<file path="config.mk">
export PLATFORM = sky130hd
export DESIGN_NAME = kbd_border_port
export DESIGN_NICKNAME = d
export VERILOG_FILES = /design/src/rtl/kbd_port_pkg.sv /design/src/rtl/kbd_port_decode.sv /design/src/rtl/kbd_row_merge.sv /design/src/rtl/kbd_port_regs.sv /design/src/rtl/kbd_border_port.sv
export SDC_FILE = /design/constraint.sdc
export NUM_CORES = 1
export LEC_CHECK = 0
export ABC_CLOCK_PERIOD_IN_PS = 800
export BUFFER_PORTS_ARGS = -buffer_cell sky130_fd_sc_hd__buf_2
export CAP_MARGIN = 20
export CORE_AREA = 3 3 48 50
export DETAILED_ROUTE_END_ITERATION = 8
export DIE_AREA = 0 0 51 53
export PLACE_DENSITY = 0.73
export SLEW_MARGIN = 15
export SYNTH_ARGS = -nofsm -noshare
export SYNTH_HDL_FRONTEND = slang
export SYNTH_SLANG_ARGS = --single-unit
</file>
<file path="constraint.sdc">
create_clock -name clk_i -period 0.8 [get_ports clk_i]
set_input_delay 0.12 -clock clk_i [delete_from_list [all_inputs] [get_ports clk_i]]
set_output_delay 0.12 -clock clk_i [all_outputs]
set_load 0.005 [all_outputs]
</file>
<file path="src/rtl/kbd_port_pkg.sv">
package kbd_port_pkg;
  localparam int unsigned ROWS       = 8;
  localparam int unsigned KEYS       = 5;
  localparam int unsigned BORDER_W   = 3;
  localparam int unsigned ADDR_W     = 16;
  localparam int unsigned ROW_SEL_LO = 8;

  typedef struct packed {
    logic                mic;
    logic                ear;
    logic [BORDER_W-1:0] border;
  } port_out_t;
endpackage

</file>
<file path="src/rtl/kbd_port_decode.sv">
module kbd_port_decode (
  input  logic       a0_i,
  input  logic [2:0] a_hi_i,
  input  logic       lock_i,
  input  logic       rd_i,
  input  logic       wr_i,
  output logic       rd_hit_o,
  output logic       wr_hit_o
);
  logic hit;
  // lock widens decode to A0 only
  assign hit      = ~a0_i & (lock_i | (&a_hi_i));
  assign rd_hit_o = hit & rd_i;
  assign wr_hit_o = hit & wr_i;
endmodule

</file>
<file path="src/rtl/kbd_row_merge.sv">
module kbd_row_merge #(
  parameter int unsigned ROWS = 8,
  parameter int unsigned KEYS = 5
) (
  input  logic [ROWS-1:0]      row_sel_ni,
  input  logic [ROWS*KEYS-1:0] keys_ni,
  output logic [KEYS-1:0]      cols_no
);
  logic [KEYS-1:0] masked [ROWS];

  for (genvar r = 0; r < ROWS; r++) begin : g_row
    assign masked[r] = row_sel_ni[r] ? {KEYS{1'b1}} : keys_ni[r*KEYS +: KEYS];
  end

  always_comb begin
    cols_no = {KEYS{1'b1}};
    for (int r = 0; r < ROWS; r++) cols_no &= masked[r];
  end
endmodule

</file>
<file path="src/rtl/kbd_port_regs.sv">
module kbd_port_regs
  import kbd_port_pkg::*;
(
  input  logic      clk_i,
  input  logic      rst_ni,
  input  logic      wr_hit_i,
  input  port_out_t wdata_i,
  output port_out_t q_o
);
  always_ff @(posedge clk_i or negedge rst_ni) begin
    if (!rst_ni)       q_o <= '0;
    else if (wr_hit_i) q_o <= wdata_i;
  end
endmodule

</file>
<file path="src/rtl/kbd_border_port.sv">
module kbd_border_port
  import kbd_port_pkg::*;
(
  input  logic                 clk_i,
  input  logic                 rst_ni,
  input  logic [ADDR_W-1:0]    addr_i,
  input  logic                 rd_i,
  input  logic                 wr_i,
  input  logic [7:0]           data_i,
  input  logic                 classic_lock_i,
  input  logic [ROWS*KEYS-1:0] keys_ni,
  input  logic                 ear_i,
  output logic [7:0]           data_o,
  output logic [BORDER_W-1:0]  border_o,
  output logic                 ear_o,
  output logic                 mic_o
);
  localparam int unsigned ROW_SEL_HI = ROW_SEL_LO + ROWS - 1;

  logic            rd_hit, wr_hit;
  logic [KEYS-1:0] cols_n;
  port_out_t       wdata, q;
  logic            unused_bits;

  assign unused_bits = ^{addr_i[4:1], data_i[7:5]};

  kbd_port_decode u_dec (
    .a0_i    (addr_i[0]),
    .a_hi_i  (addr_i[7:5]),
    .lock_i  (classic_lock_i),
    .rd_i    (rd_i),
    .wr_i    (wr_i),
    .rd_hit_o(rd_hit),
    .wr_hit_o(wr_hit)
  );

  kbd_row_merge #(.ROWS(ROWS), .KEYS(KEYS)) u_merge (
    .row_sel_ni(addr_i[ROW_SEL_HI:ROW_SEL_LO]),
    .keys_ni   (keys_ni),
    .cols_no   (cols_n)
  );

  assign wdata = '{mic: data_i[4], ear: data_i[3], border: data_i[2:0]};

  kbd_port_regs u_regs (
    .clk_i   (clk_i),
    .rst_ni  (rst_ni),
    .wr_hit_i(wr_hit),
    .wdata_i (wdata),
    .q_o     (q)
  );

  assign data_o   = rd_hit ? {1'b1, ear_i, 1'b1, cols_n} : 8'hFF;
  assign border_o = q.border;
  assign ear_o    = q.ear;
  assign mic_o    = q.mic;
endmodule

</file>
==> results of run 1 <==
synthesized netlist by cell type, drive strengths merged:
| cell type | instances | share of area [%] |
|---|---|---|
| a31oi | 1 | 3.0 |
| buf | 2 | 3.6 |
| conb | 1 | 0.89 |
| dfrtp | 5 | 30 |
| mux2 | 5 | 13 |
| nand2b | 1 | 1.5 |
| nor3b | 2 | 7.5 |
| o22ai | 20 | 30 |
| o41ai | 5 | 10 |
timing repair:
action                     in CTS  in global routing
pin swaps                       3                  5
setup endpoints to repair      16                 16
setup buffers                   4                  0
resized for setup              18                 11
hold endpoints to repair        5                  0
hold buffers                    1                  0
cell families (layout without fill, tap and decap cells):
logic type | after synthesis | count (layout)
other | 1 | 2
muxes | 5 | 5
AOI/OAI and AO/OA | 26 | 26
and+or+nand+nor | 3 | 3
buffers and inverters | 2 | 84
DFF | 5 | 5
per-stage QoR:
stage / instance area [sq um] / TNS, ps / hold WS [ps]
6_report: 1044 / -1971 / 102.2
5_1_grt: 1044 / -2572 / 95.35
4_1_cts: 996.0 / -2066 / 92.85
3_5_place_dp: 834.6 / -4101 / -58.91
3_3_place_gp: 834.6 / -3766 / -62.54
2_1_floorplan: 435.4 / -794.5 / -175.6
layout make-up:
class | instances | area share (%)
Multi-Input combinational cell | 36 | 35.85
Tap cell | 27 | 3.237
Sequential cell | 5 | 11.99
Clock buffer | 4 | 2.518
Timing Repair Buffer | 80 | 46.40
power by group through the flow:
stage                     clock [mW]  sequential (mW)  combinational [mW]
after floorplan                    0            0.334               0.142
after global placement             0            0.327               0.404
after detailed placement           0            0.333               0.416
after CTS                      0.318            0.332               0.509
after global routing           0.347            0.336               0.587
final                          0.305            0.330               0.543
worst paths after layout:
| check | startpoint | endpoint | slack (ps) |
|---|---|---|---|
| max reg2reg | u_regs.q_o[3] | u_regs.q_o[3] | 30 |
| min reg2reg | u_regs.q_o[0] | u_regs.q_o[0] | 510 |
| min in group asynchronous | rst_ni | u_regs.q_o[4] | 230 |
| max | addr_i[9] | data_o[2] | -190 |
| max in group asynchronous | rst_ni | u_regs.q_o[2] | 440 |
| min | data_i[0] | u_regs.q_o[0] | 100 |
metal layers:
| layer | share of wire, % | vias to the layer above | GRT usage, % |
|---|---|---|---|
| met5 | 0 | - | 0 |
| met4 | 2.4 | 0 | 12.11 |
| met3 | 12 | 5 | 3.662 |
| met2 | 54 | 60 | 31.12 |
| met1 | 31 | 334 | 16.72 |
| li1 | - | 352 | - |
==> results.md, run 1 <==
- The largest net degree at the start of global routing is 6.
- The insertion delay to the later sink of the worst-skew pair is about 250 ps.
- Summing the areas of all and, or, nand and nor instances in the mapped netlist gives 8.955% of the synthesized area.
- The worst setup path is launched from an input port.
- Counting both buffers and inverters, the worst setup path holds a total of 3.
- The initial cell density of the core is between 20% and 30%.
- For this block, the routed nets add up to between 2000 and 2500 microns of wire.
- In the layout the commonest cells are sky130_fd_sc_hd__buf_2 (67), sky130_fd_sc_hd__o22ai_1 (18), sky130_fd_sc_hd__buf_6 (9).
- On the worst path, the slowest cell contributes a delay of between 300 and 400 ps.
- The final reports fail on negative setup slack.
- Of the total power, combinational logic draws between 40% and 50%.
- The maximum clock rate is roughly 1.0 GHz.
- Ranked by flip-flop count, first place goes to u_regs.q_o.
- Yosys mapped the design onto 11 distinct sky130hd cell types.
- The number of filler cells placed in the layout is around 200.
- Using the TritonRoute via totals, the vias-per-cell ratio works out to 4.941.
- Clock tree synthesis selected as its root buffer the cell sky130_fd_sc_hd__clkbuf_4.
- After synthesis, the largest family of logic cells by area is compound AO/OA/AOI/OAI gates.
- The count of nets left with antenna violations once routing finished came out at 0.
- The die area is between 0.002 and 0.003 sq mm.
- The relative contribution of the clock network to total power is roughly 26%.
- Synthesis produced 42 cells.
- The final hold violation count is 0.
- The largest registers in the layout are u_regs.q_o x5.
- Summed over all layers, the global routing overflow is 0.
- The total standard cell area after synthesis is between 400 and 500 sq um.
- The total of flip-flops plus latches after synthesis is 5.
- The cell with the biggest individual delay on the critical path is sky130_fd_sc_hd__o41ai_2.
- For this design, the sink count on the clock tree is 5.
- The count of input and output buffers is 73.
- Dividing total power by cell area gives a power density of ~1100 mW/mm^2.
- Of the cells placed in the final design, the portion with a size suffix greater than 1 is between 70% and 80%.
- The internal power consumption is a little over 0.8 mW.
- The number of antenna diodes in the final layout is 0.
- The fraction of the mapped netlist area in compound gates is between 40% and 50%.
- The kind of path behind the tightest hold check is in -> reg.
- The number of standard cells in the layout, taps in and fillers out is about 150.
- The total number of H-tree levels is 1.
- The first-iteration detailed-routing DRC count is 11.
- The minimum setup slack after placement is -407.3 ps.
- Total power for the finished layout comes to 1.178 mW.
- For this design the static power due to leakage is approximately 0.5 nW.
- The routability congestion estimate from global placement is just under 0.7.
- The number of rows in the core area is 16.
- In the routed design, unresolved DRC markers number 0.
- The routed design could run at a clock period as short as 988.1 ps.
- Before antenna repair, the detailed router went through 4 iterations.
- Per report_power, the sequential group accounts for 28.0% of the total.
- The fraction of synthesized cell area in xor and xnor cells is 0%.
- The startpoint-to-endpoint class of the critical path is in -> out.
- From left edge to right edge, the die measures 51 microns.
- The number of global-route vias before repair came to between 700 and 800.
- The global-route usage over all layers is 16.92%.
- The register area is 125.1 sq um.
- The number of clock buffers added by TritonCTS is 3.
- TritonCTS built the clock tree.
- The top cell family by delay on the critical path is compound AO/OA/AOI/OAI gates.
- From synthesis to final layout, the design area changed by 149.0%.
- The placed cell count is between 100 and 150.
- The utilization of the core after routing is between 50% and 60%.
- The worst setup path is captured at an output port.
- For this design the total switching power over the nets is ~0.35 mW.
- The maximum fanout along the worst path is 5.
- The data arrival at the endpoint of the critical path is slightly below 900 ps.
- The detailed-route via count is approximately 750.
- The net count of the finished layout is around 200.
- In this run the number of cells on the critical path is 5.
- The first global-routing pass estimated 3277 microns of wire.
- The number of slew-limit violations in the final report was 0.
- Setup violations remaining at the end of the flow were counted as 16.
- The number of cells on the worst reg-to-reg path is 1.
- The max-capacitance violation count is 0.
- In this run the standard cell core region covers 0.001942 sq mm.
- The register with the most flip-flops in the layout has 5 of them.
- The adder-cell area share of the yosys netlist is 0%.
- The portion of the post-synthesis area used by sequential elements is 29.85%.
- After layout, the worst setup slack is -188.1 ps.
- On the final layout, the worst clock skew is 0 ps.
- The number of antenna violations at the first check in global routing is 0.
- The average footprint of a synthesized cell is 9.980 sq um.
- During synthesis, Yosys emitted a total of 0 warnings.
- After synthesis, the share of cell area in mux cells is 13.43%.
- Clock-pin slew was measured on the worst setup and hold paths at 50 ps.
- The average detailed-routed wire length per instance is 15.14 microns.
- The number of primary I/O pins is a little over 80.
- The HPWL reported at the end of detailed placement is ~1700 microns.
- The share of the clock period used by the worst path after layout is 123.5%.
- The worst vdd rail ir drop is between 0.9 and 1 mV.
- The area of the multi-input gates is around 370 sq um.
- The deepest clock path buffer count is 2.
- The critical path goes through buf_8 -> buf_6 -> o22ai_4 -> o41ai_2 -> buf_2.
- The number of cells on the worst hold path is 2.
- Setup repair after global routing could not meet its margin everywhere.
- From bottom edge to top edge, the die measures between 50 and 60 microns.
- STA puts the critical path data required time at between 600 and 700 ps.
- Of the total power, the share spent switching nets is about 30%.
- The run finished, with violations left.
- The most frequent standard cell in the layout excluding fill and tap cells is sky130_fd_sc_hd__buf_2.
Note: power is estimated with default switching activity, not from simulation.
==> inputs of run 2 (changes only) <==
- ABC_AREA: not set -> 1
- CORE_AREA: 3 3 48 50 -> 3 3 54 56
- CTS_BUF_LIST: not set -> sky130_fd_sc_hd__clkbuf_4 sky130_fd_sc_hd__clkbuf_8 sky130_fd_sc_hd__clkbuf_16
- DIE_AREA: 0 0 51 53 -> 0 0 57 59
==> results.md, run 2 <==
- The worst hold path begins at data_i[2].
- The die area is 0.003363 sq mm (+24%).
- Setup repair after global routing could not meet its margin everywhere.
- The flow ran to the end, but the final reports show violations.
- The largest registers in the layout are u_regs.q_o x5.
- The required arrival time at the worst endpoint is 680 ps (about the same).
- The data arrival at the endpoint of the critical path came to 740 ps (-130 ps).
- The startpoint type of the worst setup path is a register.
- The count of clock tree sinks was 5 (unchanged).
- The number of DRC violations after detailed routing is 0 (unchanged).
- The insertion delay to the later sink of the worst-skew pair was 240 ps (about the same).
- The deepest clock path buffer count is 2 (unchanged).
- The portion of the post-synthesis area used by sequential elements is 16.84% (-13 points).
- The accumulated negative setup slack is -478.7 ps (+1493 ps).
- The worst vdd rail ir drop came to 0.6793 mV (-26%).
- The terminating pin of the worst hold path is u_regs.q_o[2].
- The leakage power total is 0.9202 nW (+80%).
- The element type at the critical path end is an output port.
- The number of antenna violations at the first check in global routing is 0 (unchanged).
- The final critical delay including setup and external delays came to 862.9 ps (-125.2 ps).
- The cell sitting at the root of the clock tree is a sky130_fd_sc_hd__clkbuf_4.
- The signal on the critical path passes through buf_2.
- The final design area excluding fillers came to 0.001316 sq mm (+26%).
- The number of flip-flops in the largest register is 5 (unchanged).
- The most used standard cell by instance count after synthesis is sky130_fd_sc_hd__nand2_1.
- The worst hold-check slack is 138.0 ps (+35.87 ps).
- The checks that failed: negative setup slack.
- The top cell family by delay on the critical path is flip-flops.
- The final hold violation count is 0 (unchanged).
- The share of the synthesized area in the top cell type is 35.86% (+6.0 points).
- The first-pass GRT wire length was 3546 microns (+8.2%).
- The average detailed-routed wire length per instance was 9.027 microns (-40%).
- The share of the clock period used by the worst path after layout came to 107.9% (-16 points).
- The number of iterations in the first detailed-routing pass is 3 (-1).
- The total number of yosys warnings is 0 (unchanged).
- The initial cell density of the core is 30.00% (+8.4 points).
- The power per unit of standard cell area came to 934.2 mW/mm^2 (-17%).
- The number of primary I/O pins was 83 (unchanged).
- The total of flip-flops plus latches after synthesis came to 5 (unchanged).
- The maximum clock rate is 1.159 GHz (+15%).
- The logic depth of the worst register-to-register path was 3 (+2).
- The clock input transition at the sequential cells of the worst setup and hold paths is 50 ps (about the same).
- The max-capacitance violation count is 0 (unchanged).
- The worst hold path belongs to the class in -> reg.
- The number of nets at the end of the flow came to 305 (+56%).
- The total overflow reported by the global router was 0 (unchanged).
- Ranked by total cell area, the synthesized netlist is headed by sky130_fd_sc_hd__nand2_1 (36%), sky130_fd_sc_hd__inv_1 (23%), sky130_fd_sc_hd__dfrtp_1 (17%).
- The library cells used most frequently in the layout, excluding fill and tap cells, are sky130_fd_sc_hd__nand2_1 (64), sky130_fd_sc_hd__buf_2 (64), sky130_fd_sc_hd__inv_1 (39).
- The first-iteration detailed-routing DRC count was 7 (-4).
- The count of input and output buffers was 73 (unchanged).
- The number of global-route vias before repair is 938 (+25%).
- The number of buffer and inverter instances along the worst setup path is 1 (-2).
- The number of buffers inserted during clock tree synthesis was 3 (unchanged).
- The startpoint identified for the worst register-to-register timing path is u_regs.q_o[1].
- The startpoint-to-endpoint class of the critical path is reg -> out.
- The synthesized netlist cell count is 151 (+260%).
- The number of enable flip-flop cells after synthesis came to 0 (unchanged).
- The post-synthesis async set-or-reset flop share was 100.0% (unchanged).
- The total length of routed wires is 2383 microns (+3.6%).
- The least setup slack across all paths after layout is -62.94 ps (+125.2 ps).
- The number of distinct library cell variants in the gate-level netlist after synthesis is 12 (+1).
- The global-route usage over all layers is 13.29% (-3.6 points).
- The post-synthesis cell type with the largest combined area is sky130_fd_sc_hd__nand2_1.
- The number of cells on the worst hold path was 3 (+1).
- The endpoint identified for the worst register-to-register timing path is u_regs.q_o[1].
- The placed standard-cell area was 0.001165 sq mm (+40%).
- The delay of the slowest critical-path stage is 370 ps (+30 ps).
- The placeable core region is 0.002477 sq mm (+28%).
- The flip-flop cell with the highest count after synthesis is sky130_fd_sc_hd__dfrtp_1.
- The detailed-route via count is 1081 (+44%).
- The commonest cells after synthesis are sky130_fd_sc_hd__nand2_1 (71), sky130_fd_sc_hd__inv_1 (46), sky130_fd_sc_hd__nor2_1 (10).
- The count of inserted antenna diode cells is 0 (unchanged).
- The average footprint of a synthesized cell was 4.922 sq um (-51%).
- The cell with the biggest individual delay on the critical path is sky130_fd_sc_hd__dfrtp_1.
- The number of slew-limit violations in the final report is 0 (unchanged).
- The fraction of final layout cells with drive strength greater than 1 is 45.73% (-32 points).
- The count of endpoints failing setup in the final report is 11 (-5).
- The worst setup skew after layout is 0 ps (unchanged).
- The vertical die dimension is 59 microns (+11%).
- The largest net degree at the start of global routing is 7 (+1).
- The number of rows in the core area is 18 (+2).
- Compared with the post-synthesis result, the final layout area differs by 77.10%.
- The number of nets with antenna violations after detailed routing is 0 (unchanged).
- The reg-to-reg setup timing slack is 100 ps (+70 ps).
- The total standard cell area after synthesis is 743.2 sq um (+77%).
- The routability congestion estimate from global placement is 0.7940 (+17%).
- The HPWL reported at the end of detailed placement is 2034 microns (+17%).
- The clock tree from TritonCTS is yes.
- The horizontal die dimension is 57 microns (+12%).
- The via density per instance is 4.095 (-17%).
- The maximum fanout along the worst path came to 2 (-3).
- The total number of H-tree levels is 1 (unchanged).
- Counting flops per register, the top entry is u_regs.q_o.
==> run 2: cell types whose count changed after synthesis, sizes merged, moves of 2 or more <==
cell and delta:
inv +47, mux2 -5, nand2 +73, nand3 +2, nand4 +5, nor2 +11, nor3b -2, o21ai +5
o22ai -20, o41ai -5
==> run 2: worst reg2reg max path: stages (launching register included) <==
cell                      delay, ps
sky130_fd_sc_hd__dfrtp_1        370
sky130_fd_sc_hd__buf_4          130
sky130_fd_sc_hd__nand2_1         50
sky130_fd_sc_hd__nand2_1         40
==> run 2: final cells by class <==
type,instances,area [sq um]
Inverter,47,186.4
Multi-Input combinational cell,98,467.9
Sequential cell,5,125.1
Tap cell,30,37.54
Fill cell,277,1161
Clock buffer,4,30.03
Timing Repair Buffer,80,469.2
==> run 2: how the worst max path moves through the flow <==
stage | startpoint | to | slack (ps) | depth (start not counted)
floorplan | addr_i[5] | data_o[0] | 150 | 5
global placement | addr_i[14] | data_o[4] | -100 | 8
detailed placement | addr_i[14] | data_o[4] | -90 | 8
CTS | u_regs.q_o[4] | mic_o | -70 | 1
global route | addr_i[5] | data_o[0] | -110 | 7
finish | u_regs.q_o[4] | mic_o | -60 | 1
==> run 2: stage by stage <==
| step | total power [mW] | instances | util, % | setup slack, ps |
|---|---|---|---|---|
| floorplan | 0.5567 | 152 | - | 149.4 |
| global placement | 0.8107 | 257 | 47.02 | -102.8 |
| detailed placement | 0.8190 | 257 | 47.02 | -91.99 |
| CTS | 1.205 | 264 | 50.51 | -71.34 |
| global route | 1.325 | 264 | 53.13 | -108.4 |
| finish | 1.230 | 264 | 53.13 | -62.94 |
==> run 2: metal layers <==
metal  up-vias  share of wire [%]  global-route usage [%]
met2        54                 51                   25.77
met3         2                 13                   3.922
met1       440                 37                   13.70
li1        585                  -                       -
met4         0               0.25                   3.974
met5         -                  0                       0
==> run 2: cells by family (layout without fill, tap and decap cells) <==
kind of cell	count (synthesis)	after routing	synth area share, %
DFF	5	5	16.84
and+or+nand+nor	91	91	53.54
AOI/OAI and AO/OA	5	5	3.366
buffers and inverters	49	131	25.76
other	1	2	0.5046
==> run 2: report_power, final <==
group          total, mW  internal (mW)  switching (mW)
clock network      0.327          0.223           0.105
registers          0.315          0.296          0.0188
logic              0.588          0.311           0.277
total               1.23          0.830           0.400
==> run 2: timing repair <==
item                                    4_1_cts  5_1_grt
hold endpoints to repair                      5        0
setup buffers                                 2        0
gates resized for setup                      13       23
hold buffers                                  1        0
pin swaps                                     1       10
endpoints found under the setup margin       11       11
==> inputs of run 3 (changes only) <==
- HOLD_SLACK_MARGIN: not set -> 0.02
- RECOVER_POWER: not set -> 25
==> results.md, run 3 (same netlist as run 2, synthesis figures left out) <==
- The number of flip-flops in the largest register came to 5 (unchanged).
- The final hold violation count is 0 (unchanged).
- The power per unit of standard cell area is 931.8 mW/mm^2 (-0.26%).
- The number of rows in the core area was 18 (unchanged).
- The number of filler cells placed in the layout is 276 (-0.36%).
- The initial cell density of the core came to 30.00% (unchanged).
- The signal on the critical path passes through buf_2.
- The synthesis-to-layout area growth is 76.94% (about the same).
- The number of DRC violations after detailed routing came to 0 (unchanged).
- The area of the multi-input gates was 467.9 sq um (unchanged).
- The required arrival time at the worst endpoint was 680 ps (about the same).
- The first-iteration detailed-routing DRC count is 7 (unchanged).
- The total number of H-tree levels is 1 (unchanged).
- The met3 global-route usage came to 3.922% (unchanged).
- The accumulated negative setup slack came to -469.1 ps (+9.621 ps).
- The detailed-route via count is 1079 (-0.19%).
- The fraction of final layout cells with drive strength greater than 1 is 45.30% (-0.43 points).
- The count of input and output buffers was 73 (unchanged).
- The data arrival at the endpoint of the critical path is 740 ps (about the same).
- The clock root buffer is sky130_fd_sc_hd__clkbuf_4.
- The final design area excluding fillers came to 0.001315 sq mm (about the same).
- The worst hold path belongs to the class in -> reg.
- The worst setup path is captured at an output port.
- The number of buffers inserted during clock tree synthesis was 3 (unchanged).
- The deepest clock path buffer count is 2 (unchanged).
- The first-pass GRT wire length is 3546 microns (unchanged).
- The number of nets at the end of the flow is 305 (unchanged).
- The checks that failed: negative setup slack.
- The max-capacitance violation count was 0 (unchanged).
- The count of clock tree sinks came to 5 (unchanged).
- The register ranked first by flip-flop count is u_regs.q_o.
- The number of iterations in the first detailed-routing pass is 3 (unchanged).
- The startpoint-to-endpoint class of the critical path is reg -> out.
- The minimum setup slack after placement is -91.99 ps (unchanged).
- The HPWL reported at the end of detailed placement came to 2034 microns (unchanged).
- The leakage power total is 0.9174 nW (-0.30%).
- The startpoint type of the worst setup path is a register.
- The post-layout total power was 1.225 mW (-0.35%).
- The worst vdd rail ir drop was 0.6702 mV (-1.3%).
- The average detailed-routed wire length per instance is 9.027 microns (unchanged).
- In this run the most used layer during global routing was met2.
- The global-route usage over all layers came to 13.29% (unchanged).
- The register area was 125.1 sq um (unchanged).
- The clock input transition at the sequential cells of the worst setup and hold paths is 40 ps (about the same).
- The vertical die dimension is 59 microns (unchanged).
- The via density per instance is 4.087 (-0.19%).
- The number of antenna violations at the first check in global routing is 0 (unchanged).
- The share of the clock period used by the worst path after layout is 107.5% (-0.35 points).
- The placed standard-cell area was 0.001165 sq mm (unchanged).
- The worst setup skew after layout is 0 ps (unchanged).
- The worst hold-check slack is 138.3 ps (+0.2280 ps).
- The number of primary I/O pins came to 83 (unchanged).
- The clock tree from TritonCTS is yes.
- The die area came to 0.003363 sq mm (unchanged).
- The largest net degree at the start of global routing is 7 (unchanged).
- The insertion delay to the later sink of the worst-skew pair was 240 ps (about the same).
- The global-route met2 utilization is 25.77% (unchanged).
- The met1 routing resource usage after global routing is 13.70% (unchanged).
- The utilization of the core after routing is 53.08% (about the same).
- The count of inserted antenna diode cells is 0 (unchanged).
- The cell with the biggest individual delay on the critical path is sky130_fd_sc_hd__dfrtp_1.
- The total length of routed wires was 2383 microns (unchanged).
- The maximum clock rate is 1.163 GHz (+0.33%).
- The top cell family by delay on the critical path is flip-flops.
- The number of global-route vias before repair was 938 (unchanged).
- The final critical delay including setup and external delays came to 860.1 ps (-2.818 ps).
- The number of slew-limit violations in the final report is 0 (unchanged).
- Setup repair after global routing could not meet its margin everywhere.
- The number of buffer and inverter instances along the worst setup path is 1 (unchanged).
- The placeable core region is 0.002477 sq mm (unchanged).
- The placed cell count is 257 (unchanged).
- The routability congestion estimate from global placement is 0.7940 (unchanged).
- The delay of the slowest critical-path stage was 370 ps (about the same).
- The number of nets with antenna violations after detailed routing is 0 (unchanged).
- The library cell used most frequently in the layout, excluding fill and tap cells, is sky130_fd_sc_hd__nand2_1.
- The horizontal die dimension is 57 microns (unchanged).
- The library cells used most frequently in the layout, excluding fill and tap cells, are sky130_fd_sc_hd__nand2_1 (64), sky130_fd_sc_hd__buf_2 (63), sky130_fd_sc_hd__inv_1 (39).
- The count of endpoints failing setup in the final report was 11 (unchanged).
- The number of standard cells in the layout, taps in and fillers out is 264 (unchanged).
- The largest registers in the layout are u_regs.q_o x5.
- The flow ran to the end, but the final reports show violations.
- The total overflow reported by the global router was 0 (unchanged).
- The maximum fanout along the worst path is 2 (unchanged).
- The least setup slack across all paths after layout was -60.13 ps (+2.819 ps).
==> run 3: changes by cell type in the layout (fill, tap and decap cells not counted) <==
cell	change
sky130_fd_sc_hd__buf_2	-1
sky130_fd_sc_hd__clkbuf_1	+1
==> run 3: area by class of cell <==
cell class,count,area share [%]
repair buffers,80,35.59
inverters,47,14.18
multi-input cells,98,35.59
well taps,30,2.854
clock buffers,4,2.284
flip-flops and latches,5,9.515
==> run 3: where the power goes <==
part	switching, mW	internal (mW)	total (mW)
Combinational	0.277	0.310	0.587
Clock	0.101	0.222	0.324
Sequential	0.0189	0.296	0.315
==> run 3: path summary, 6_finish.rpt <==
check / slack (ps) / depth (start not counted) / start / to
max: -60 / 1 / u_regs.q_o[4] / mic_o
max in group asynchronous: 290 / 2 / rst_ni / u_regs.q_o[0]
min: 140 / 3 / data_i[2] / u_regs.q_o[2]
min in group asynchronous: 280 / 2 / rst_ni / u_regs.q_o[1]
min reg2reg: 470 / 2 / u_regs.q_o[3] / u_regs.q_o[3]
max reg2reg: 100 / 3 / u_regs.q_o[1] / u_regs.q_o[1]
==> run 3: worst register-to-register path, stage by stage (launching register included) <==
cell	delay, ps
sky130_fd_sc_hd__dfrtp_1	370
sky130_fd_sc_hd__buf_4	130
sky130_fd_sc_hd__nand2_1	50
sky130_fd_sc_hd__nand2_1	40
==> run 3: routing by layer <==
layer  part of all wire (%)  routed length [microns]
met5                      0                        0
met4                   0.25                        6
met3                     13                      299
met2                     51                     1205
met1                     37                      872
==> run 3: timing repair <==
item                                    in CTS  in global routing
hold buffers                                 1                  0
resized for setup                           13                 23
endpoints found under the setup margin      11                 11
buffers inserted                             2                  0
endpoints found under the hold margin        5                  0
pin swaps                                    1                 10
